<file path="src/rtl/swp_pkg.sv">
package swp_pkg;
  typedef enum logic [1:0] {
    PH_IDLE   = 2'd0,
    PH_STROBE = 2'd1,
    PH_TAIL   = 2'd2
  } hold_phase_t;
endpackage

</file>
<file path="src/rtl/swp_capture.sv">
module swp_capture #(
  parameter int BUS_ADDR_W = 16,
  parameter int ADDR_W     = 5,
  parameter int DATA_W     = 8
) (
  input  logic                  clk,
  input  logic                  rst,
  input  logic                  load,
  input  logic [BUS_ADDR_W-1:0] bus_addr,
  input  logic [DATA_W-1:0]     bus_data,
  output logic [ADDR_W-1:0]     lat_addr,
  output logic [DATA_W-1:0]     lat_data
);
  always_ff @(posedge clk) begin
    if (rst) begin
      lat_addr <= '0;
      lat_data <= '0;
    end else if (load) begin
      lat_addr <= bus_addr[ADDR_W-1:0];
      lat_data <= bus_data;
    end
  end
endmodule

</file>
<file path="src/rtl/swp_hold_timer.sv">
module swp_hold_timer #(
  parameter int HOLD_CYCLES = 3
) (
  input  logic clk,
  input  logic rst,
  input  logic start,
  output logic strobe_cs,
  output logic strobe_we,
  output logic busy
);
  import swp_pkg::*;

  localparam int CNT_W = (HOLD_CYCLES < 2) ? 1 : $clog2(HOLD_CYCLES);
  localparam logic [CNT_W-1:0] LOAD_VAL = CNT_W'(HOLD_CYCLES - 1);

  hold_phase_t      phase;
  logic [CNT_W-1:0] remain;

  always_ff @(posedge clk) begin
    if (rst) begin
      phase     <= PH_IDLE;
      remain    <= '0;
      strobe_cs <= 1'b0;
      strobe_we <= 1'b0;
      busy      <= 1'b0;
    end else begin
      case (phase)
        PH_IDLE: begin
          if (start) begin
            phase     <= PH_STROBE;
            remain    <= LOAD_VAL;
            strobe_cs <= 1'b1;
            strobe_we <= 1'b1;
            busy      <= 1'b1;
          end
        end
        PH_STROBE: begin
          if (remain == '0) begin
            phase     <= PH_TAIL;
            strobe_cs <= 1'b0;
            strobe_we <= 1'b0;
          end else begin
            remain <= remain - 1'b1;
          end
        end
        PH_TAIL: begin
          phase <= PH_IDLE;
          busy  <= 1'b0;
        end
        default: begin
          phase     <= PH_IDLE;
          strobe_cs <= 1'b0;
          strobe_we <= 1'b0;
          busy      <= 1'b0;
        end
      endcase
    end
  end
endmodule

</file>
<file path="src/rtl/swp_overrun_flag.sv">
module swp_overrun_flag (
  input  logic clk,
  input  logic rst,
  input  logic collide,
  output logic flag
);
  always_ff @(posedge clk) begin
    if (rst)          flag <= 1'b0;
    else if (collide) flag <= 1'b1;
  end
endmodule

</file>
<file path="src/rtl/slow_write_poster.sv">
module slow_write_poster #(
  parameter int BUS_ADDR_W  = 16,
  parameter int ADDR_W      = 5,
  parameter int DATA_W      = 8,
  parameter int HOLD_CYCLES = 3
) (
  input  logic                  clk,
  input  logic                  rst,
  input  logic                  bus_sel,
  input  logic                  bus_wr,
  input  logic [BUS_ADDR_W-1:0] bus_addr,
  input  logic [DATA_W-1:0]     bus_data,
  output logic [ADDR_W-1:0]     per_addr,
  output logic [DATA_W-1:0]     per_data,
  output logic                  per_cs,
  output logic                  per_we,
  output logic                  busy,
  output logic                  overrun
);
  logic wr_req, accept, collide;

  assign wr_req  = bus_sel & bus_wr;
  assign accept  = wr_req & ~busy;
  assign collide = wr_req & busy;

  swp_capture #(
    .BUS_ADDR_W(BUS_ADDR_W), .ADDR_W(ADDR_W), .DATA_W(DATA_W)
  ) u_capture (
    .clk(clk), .rst(rst), .load(accept),
    .bus_addr(bus_addr), .bus_data(bus_data),
    .lat_addr(per_addr), .lat_data(per_data)
  );

  swp_hold_timer #(.HOLD_CYCLES(HOLD_CYCLES)) u_timer (
    .clk(clk), .rst(rst), .start(accept),
    .strobe_cs(per_cs), .strobe_we(per_we), .busy(busy)
  );

  swp_overrun_flag u_overrun (
    .clk(clk), .rst(rst), .collide(collide), .flag(overrun)
  );
endmodule

</file>
<file path="config.mk">
export PLATFORM = sky130hd
export DESIGN_NAME = slow_write_poster
export DESIGN_NICKNAME = d
export VERILOG_FILES = /design/src/rtl/swp_pkg.sv /design/src/rtl/swp_capture.sv /design/src/rtl/swp_hold_timer.sv /design/src/rtl/swp_overrun_flag.sv /design/src/rtl/slow_write_poster.sv
export SDC_FILE = /design/constraint.sdc
export NUM_CORES = 1
export LEC_CHECK = 0
export ABC_AREA = 1
export BUFFER_PORTS_ARGS = -buffer_cell sky130_fd_sc_hd__buf_4
export CORE_UTILIZATION = 44
export DETAILED_ROUTE_END_ITERATION = 8
export HOLD_SLACK_MARGIN = 0.06
export PLACE_DENSITY = 0.81
export SKIP_CTS_REPAIR_TIMING = 1
export SLEW_MARGIN = 10
export SYNTH_ARGS = -nofsm -noshare
export SYNTH_HDL_FRONTEND = slang
export SYNTH_SLANG_ARGS = --single-unit
</file>
<file path="constraint.sdc">
create_clock -name clk -period 2.4 [get_ports clk]
set_clock_uncertainty 0.15 [all_clocks]
set_input_delay 0.48 -clock clk [delete_from_list [all_inputs] [get_ports clk]]
set_output_delay 0.48 -clock clk [all_outputs]
set_load 0.05 [all_outputs]
</file>
# Word level (Yosys, flattened, before mapping)
# Index checks and enable logic that the tools add are counted.
[totals]
regBits = 20
out_inout_bits = 17
wordCells = 36
[classes]
eq_ne = 5
add_sub_neg = 1
reduce_logical = 7
bitwise_logic = 6
n_mux = 10
[ops]
columns = ["operator", "count"]
rows = [
  ["two-way mux 2 bit", 4],
  ["case mux 2 bit (2 select lines)", 2],
  ["AND reduction 3 bit", 2],
  ["logical NOT 2 bit", 2],
  ["inequality test 2 bit (second input constant)", 2],
  ["AND reduction 2 bit", 2],
  ["bitwise AND 1 bit", 3],
  ["NOT 1 bit", 3],
  ["case mux 1 bit (3 select lines)", 1],
  ["equality test 2 x 1 -> 1 bit (second input constant)", 1],
  ["equality test 2 bit (second input constant)", 1],
  ["two-way mux 1 bit", 2],
  ["inequality test 2 x 1 -> 1 bit (second input constant)", 1],
  ["case mux 1 bit (2 select lines)", 1],
  ["nonzero test 2 bit", 1],
  ["subtractor 2 x 1 -> 2 bit (second input constant)", 1],
]

# Logic depth before layout (Yosys ltp)
# Gate-level depths: netlist of the first run.
[logic_depth]
word_depth = 4
ltp_mapped = 7
ltp_nobuf = 7

# Modules after synthesis
# A second synthesis of the first run with hierarchy kept.
[hier_totals]
hier_cells = 123
area_unflattened_um2 = 853.3
[modules_own_cells]
columns = ["mod", "area_per_inst_um2", "n_inst", "cells_per_inst"]
rows = [
  ["swp_capture", 549.3, 1, 83],
  ["swp_hold_timer", 261.5, 1, 33],
  ["swp_overrun_flag", 27.5, 1, 3],
  ["slow_write_poster", 15.0, 1, 4],
]

# Least setup slack after synthesis of the first run
# OpenSTA, ideal clock, no wires.
[synth_timing]
path_type = "flip-flop to output port"
start = "register u_timer.strobe_cs (netlist name)"
end = "output port per_we"
n_path_buf = 1
path_slack_ns = 0.857
path_stages_with_launch = 2
t_arrival_ns = 0.913
cell_sequence = "dfxtp_1 > buf_4"
[synth_lines]
columns = ["item", "line", "source"]
rows = [
  ["end: declaration", "slow_write_poster.sv:16", "output logic per_we,"],
]

# Final worst setup path of the first run
[layout_timing]
start = "register u_timer.busy"
end = "output port busy"
[layout_lines]
columns = ["item", "line", "source"]
rows = [
  ["start: declaration", "swp_hold_timer.sv:9", "output logic busy"],
  ["start signal: assignment", "swp_hold_timer.sv:25", "busy <= 1'b0;"],
  ["start signal: assignment", "swp_hold_timer.sv:34", "busy <= 1'b1;"],
  ["start signal: assignment", "swp_hold_timer.sv:48", "busy <= 1'b0;"],
  ["end: declaration", "slow_write_poster.sv:17", "output logic busy,"],
]
# No word-level cell between the ends.

==> results of run 1 <==
==> cell usage after synthesis <==
master,number,area (um2)
a21oi_1,6,30.0
buf_2,1,5.00
buf_4,2,15.0
buf_6,1,11.3
dfxtp_1,20,400
ha_1,1,12.5
inv_1,6,22.5
inv_2,2,7.51
inv_4,1,6.26
nand2_1,7,26.3
nand3_1,4,20.0
nand3_4,1,17.5
nand4_1,1,6.26
nor2_1,29,109
o21ai_0,4,20.0
o21ai_1,10,50.1
==> cell type report <==
| type | count | area (um2) | area share, % |
|---|---|---|---|
| flip-flops and latches | 20 | 400 | 38.8 |
| multi-input cells | 63 | 292 | 28.2 |
| repair buffers | 33 | 248 | 24.0 |
| clock buffers | 4 | 36.3 | 3.52 |
| inverters | 9 | 36.3 | 3.52 |
| well taps | 16 | 20.0 | 1.94 |
==> flip-flops by register name (all words and copies together) (netlist names) <==
| register | flops |
|---|---|
| u_capture.lat_addr | 5 |
| u_capture.lat_data | 8 |
| u_overrun.flag | 1 |
| u_timer.busy | 1 |
| u_timer.phase | 2 |
| u_timer.remain | 2 |
| u_timer.strobe_cs | 1 |
==> power breakdown <==
group	internal (mW)	switching, mW	leakage, nW
combinational	0.0726	0.140	0.301
clock	0.0926	0.0998	0.0210
sequential	0.360	0.0168	0.164
==> routing by layer <==
metal | wire length, um | track usage [%] | vias up
li1 | - | - | 370
met1 | 656 | 22.8 | 309
met2 | 721 | 30.4 | 34
met3 | 134 | 5.42 | 2
met4 | 19 | 7.50 | 0
met5 | 0 | 0 | -
==> logic make-up (layout without fill, tap and decap cells) <==
family | count (synthesis) | after routing | share of synthesized area, %
buffers and inverters | 13 | 46 | 8.90
DFF | 20 | 20 | 52.7
and+or+nand+nor | 42 | 42 | 23.6
AOI/OAI and AO/OA | 20 | 20 | 13.2
adders and majority gates | 1 | 1 | 1.65
==> worst paths after layout <==
check	endpoint	slack [ns]	from	cells after the start
min reg2reg	u_overrun.flag	0.31	u_overrun.flag	2
min	u_overrun.flag	0.23	rst	2
max	busy	0.84	u_timer.busy	1
max reg2reg	u_timer.remain[0]	1.12	u_timer.remain[0]	6
==> placed cells by master, fill, tap and decap left out, drive strengths merged <==
| cell type | instances |
|---|---|
| a21oi | 6 |
| buf | 33 |
| clkbuf | 4 |
| dfxtp | 20 |
| ha | 1 |
| inv | 9 |
| nand2 | 7 |
| nand3 | 5 |
| nand4 | 1 |
| nor2 | 29 |
| o21ai | 14 |
==> stage by stage <==
step                std cells  hold WS (ns)  area (um2)  power [mW]  setup slack (ns)
floorplan                  96         0.285         759       0.533             0.857
global placement          141         0.293         996       0.593             0.991
detailed placement        141         0.298         996       0.598             0.985
CTS                       145         0.219        1030       0.791             0.826
global route              145         0.221        1030       0.825             0.805
finish                    145         0.231        1030       0.782             0.841
==> results_dict.tcl, run 1 <==
set metrics [dict create \
    ys_ff_latch 20 \
    fin_util_pct 66.2 \
    period_needed_ns 1.56 \
    coreArea_um2 1560 \
    synth_nets 125 \
    p_leak_nw 0.487 \
    status "finished with violations" \
    h-tree-depth 1 \
    fill_cells 139 \
    num_antenna_cells 0 \
    power.density_nw_per_um2 758 \
    grt_max_degree 16 \
    antenna_found_initial 0 \
    hold_viol_final 0 \
    drv_cap 0 \
    gp_congestion 0.738 \
    grt-ovfl-total 0 \
    drc 5 \
    fp.dieH_um 43.5 \
    cp_data_required_time_ns 1.77 \
    fin_crit_sh_pct 65.0 \
    setup_tns_ns 0 \
    clk_latency_ns 0.30 \
    critical_path_buf_inv_count 1 \
    drt-pass1-iter-count 6 \
    start_util_pct 48.7 \
    endpoint_kind "output pin" \
    cts_buffer_depth 2 \
    yosysWarnings 0 \
    cp_max_fo 4 \
    viasPerCell 4.93 \
    drive_gt1_share_pct 31.8 \
    io_pins 45 \
    drtIter0Drc 19 \
    area_delta_synth_final_pct 35.9 \
    fp.dieW_um 43.5 \
    grt_pass1_wl_um 2640 \
    critical_path.cell_chain "buf_4" \
    synth.yosys.seq_area_share_pct 52.7 \
    port-buffer-count 33 \
    vias 715 \
    dp_hpwl_um 1090 \
    violations "DRC" \
    ant_nets 0 \
    cts_root_buffer "clkbuf_4" \
    cts_tree "yes" \
    rsz0062_at_grt "no" \
    grt_pass1_vias 656 \
    finalSetupViolCount 0 \
    finalMaxSlewViolations 0 \
    clock_sinks 20 \
    numCtsBuffers 3 \
    start_kind "flop" \
    die_area_um2 1900 \
    grt_usage_pct 18.6 \
    netlist_area_um2 759 \
    cpLargestDelayFamily "flip-flops" \
    final_nets 159 \
    cp_data_arrival_time_ns 0.93 \
    fmax_mhz 642 \
    avgSynthCellArea_um2 7.91 \
    max_slew.worst_pin.slew_ns 0.221 \
    syn_inst 96 \
    crit_type "reg2out" \
    synth_cell_types 16 \
    cpPeakStageDelay_ns 0.40 \
    slew_headroom_pct 85.2 \
    clk_pin_slew_ns 0.11 \
    rows 14 \
    post_drt_wl_per_cell_um 10.6 \
    drt-total-wl_um 1530 \
    hold_path_class "in2reg" \
    crit_slowest_cell "dfxtp_1" \
    max-vdd-ir-drop_mv 0.391 \
]
No activity file was read; power rests on OpenSTA's default activity.
==> run 2: changes to the inputs <==
--- a/config.mk
+++ b/config.mk
@@ -5,12 +5,13 @@
 export SDC_FILE = /design/constraint.sdc
 export NUM_CORES = 1
 export LEC_CHECK = 0
-export ABC_AREA = 1
+export ABC_AREA = 0
 export BUFFER_PORTS_ARGS = -buffer_cell sky130_fd_sc_hd__buf_4
-export CORE_UTILIZATION = 44
+export CORE_ASPECT_RATIO = 1.4
+export CORE_UTILIZATION = 37
 export DETAILED_ROUTE_END_ITERATION = 8
 export HOLD_SLACK_MARGIN = 0.06
-export PLACE_DENSITY = 0.81
+export PLACE_DENSITY = 0.73
 export SKIP_CTS_REPAIR_TIMING = 1
 export SLEW_MARGIN = 10
 export SYNTH_ARGS = -nofsm -noshare
==> constraint.sdc (replaced) <==
create_clock -name clk -period 1.3 [get_ports clk]
set_clock_uncertainty 0.15 [all_clocks]
set_input_delay 0.26 -clock clk [delete_from_list [all_inputs] [get_ports clk]]
set_output_delay 0.26 -clock clk [all_outputs]
set_load 0.05 [all_outputs]
==> run 2 against run 1 <==
  * The flow now finishes without violations
  * Clock power up 78%
  * Hold slack worse by 0.17 ns
  * Combinational power up 55%
  * Flip-flop and latch count unchanged
  * Final area up 18%
  * Sequential power up 77%
  * Cell count up 6.2%
  * Via count up 5.9%
  * Area after synthesis down 0.16%
  * Sequential share of layout area down 5.3 points
  * Critical path type is now reg2reg
  * Largest cell class unchanged
==> results_dict.tcl, run 2 <==
set metrics [dict create \
    synthTopCellsByCount "nand2_1 (28), dfxtp_1 (20), a21oi_1 (14)" \
    synth_nets 121 \
    drv_cap 0 \
    fmax_mhz 776 \
    clock_sinks 20 \
    cts_tree "yes" \
    max-vdd-ir-drop_mv 0.575 \
    start_util_pct 38.9 \
    r2r_setup_slack_ns 0.01 \
    cpPeakStageDelay_ns 0.36 \
    drc 0 \
    rsz0062_at_grt "yes" \
    final_cell_mix "buf_4 (32), nand2_1 (28), dfxtp_1 (16)" \
    yosysMostFrequentCell "nand2_1" \
    antenna_found_initial 0 \
    drt-total-wl_um 1790 \
    start_kind "flop" \
    cts_buffer_depth 2 \
    fin_crit_sh_pct 99.2 \
    clk_pin_slew_ns 0.10 \
    post_drt_wl_per_cell_um 11.6 \
    ant_nets 0 \
    setup_tns_ns 0 \
    drt-pass1-iter-count 4 \
    hold_path_class "in2reg" \
    cpLargestDelayFamily "flip-flops" \
    synth_top_area_cell "dfxtp_1" \
    clk_latency_ns 0.29 \
    period_needed_ns 1.29 \
    largest_reg_flops 8 \
    endpoint_kind "flop" \
    grt_max_degree 19 \
    avgSynthCellArea_um2 8.24 \
    final_nets 163 \
    final_common_cell "buf_4" \
    viasPerCell 4.92 \
    fp.dieH_um 55.6 \
    synth-main-ff-cell "dfxtp_1" \
    h-tree-depth 1 \
    netlist_area_um2 758 \
    rows 19 \
    netlist.area_leader.share_pct 52.8 \
    area_delta_synth_final_pct 60.6 \
    gp_congestion 0.706 \
    ys_ff_latch 20 \
    vias 757 \
    synth_edf_count 0 \
    reg_top3 "u_capture.lat_data x8, u_capture.lat_addr x5" \
    max_slew.worst_pin.slew_ns 0.253 \
    finalMaxSlewViolations 0 \
    crit_type "reg2reg" \
    syn_inst 92 \
    cp_max_fo 4 \
    grt_pass1_wl_um 2680 \
    num_antenna_cells 0 \
    yosysWarnings 0 \
    grt-ovfl-total 0 \
    grt_pass1_vias 716 \
    die_area_um2 2240 \
    fp.dieW_um 40.3 \
    p_leak_nw 0.527 \
    coreArea_um2 1950 \
    synth_cell_types 24 \
    critical_path_buf_inv_count 2 \
    cp_data_arrival_time_ns 1.32 \
    hold_viol_final 0 \
    finalSetupViolCount 0 \
    port-buffer-count 33 \
    slew_headroom_pct 83.1 \
    synth_area_leaders "dfxtp_1 (53%), nand2_1 (14%), a21oi_1 (9.2%)" \
    synth.yosys.seq_area_share_pct 52.8 \
    grt_usage_pct 16.3 \
    critical_path.cell_chain "inv_2 > ha_4 > buf_6 > and2_4 > o21ai_2 > a31oi_1" \
    dp_hpwl_um 1300 \
    drtIter0Drc 8 \
    drive_gt1_share_pct 45.1 \
    status "completed" \
    regMostFlops "u_capture.lat_data" \
    power.density_nw_per_um2 1100 \
    crit_slowest_cell "dfxtp_2" \
    cp_data_required_time_ns 1.33 \
    numCtsBuffers 3 \
    cts_root_buffer "clkbuf_4" \
    power_mw 1.34 \
    async_reset_ff_share_pct 0 \
    io_pins 45 \
]
run 2: cell types whose count changed after synthesis, moves of 4 or more:
cell,before,now
o21ai_1,10,0
nor2_1,29,3
nand3_1,4,0
a21oi_1,6,14
nand2_1,7,28
run 2: cells by family after synthesis:
logic type               Yosys count  synth area share, %
AO/OA/AOI/OAI                     21                 15.7
adder cells (fa/ha/maj)            1                 1.65
buffers and inverters              9                 5.28
flip-flops                        20                 52.8
AND/OR/NAND/NOR                   41                 24.6
run 2: path summary, 6_finish.rpt:
kind	start	to	depth (start not counted)
setup / recovery	u_timer.remain[1]	u_timer.remain[0]	6
hold / removal	bus_data[6]	u_capture.lat_data[6]	3
setup reg to reg	u_timer.remain[1]	u_timer.remain[0]	6
hold reg to reg	u_capture.lat_data[2]	u_capture.lat_data[2]	2
run 2: report_power, final:
group          internal, mW  switching (mW)  total, mW
combinational         0.143           0.188      0.331
clock                 0.170           0.170      0.341
sequential            0.646          0.0227      0.668
run 2: worst reg2reg max path, delay by kind of cell, from the launching register on:
kind / cells / cell delay [ns]
buf+inv: 2 / 0.18
compound gates: 2 / 0.20
flops: 1 / 0.36
simple gates: 1 / 0.13
fa+ha+maj: 1 / 0.17
run 2: layout make-up:
cell class                      instances  area, um2
Clock buffer                            4       36.3
Tap cell                               21       26.3
Sequential cell                        20        408
Multi-Input combinational cell         63        367
Fill cell                             175        732
Inverter                                3       11.3
Timing Repair Buffer                   43        369
run 2: per-stage QoR:
step           instance area [um2]  worst slack, ns  instances  hold slack, ns  util [%]
2_1_floorplan                  764           -0.105         92           0.246         -
3_3_place_gp                  1070          -0.0402        147           0.294      55.1
3_5_place_dp                  1070           -0.109        147           0.297      55.1
4_1_cts                       1110           -0.123        151          0.0558      56.9
5_1_grt                       1220          -0.0583        154          0.0605      62.5
6_report                      1220           0.0106        154          0.0621      62.5
run 2: per-layer routing:
| layer | routed length (um) | global-route usage [%] | vias to the layer above |
|---|---|---|---|
| met2 | 965 | 30.2 | 26 |
| met1 | 715 | 17.1 | 346 |
| li1 | - | - | 385 |
| met3 | 108 | 2.41 | 0 |
| met4 | 0 | 4.76 | 0 |
| met5 | 0 | 0 | - |
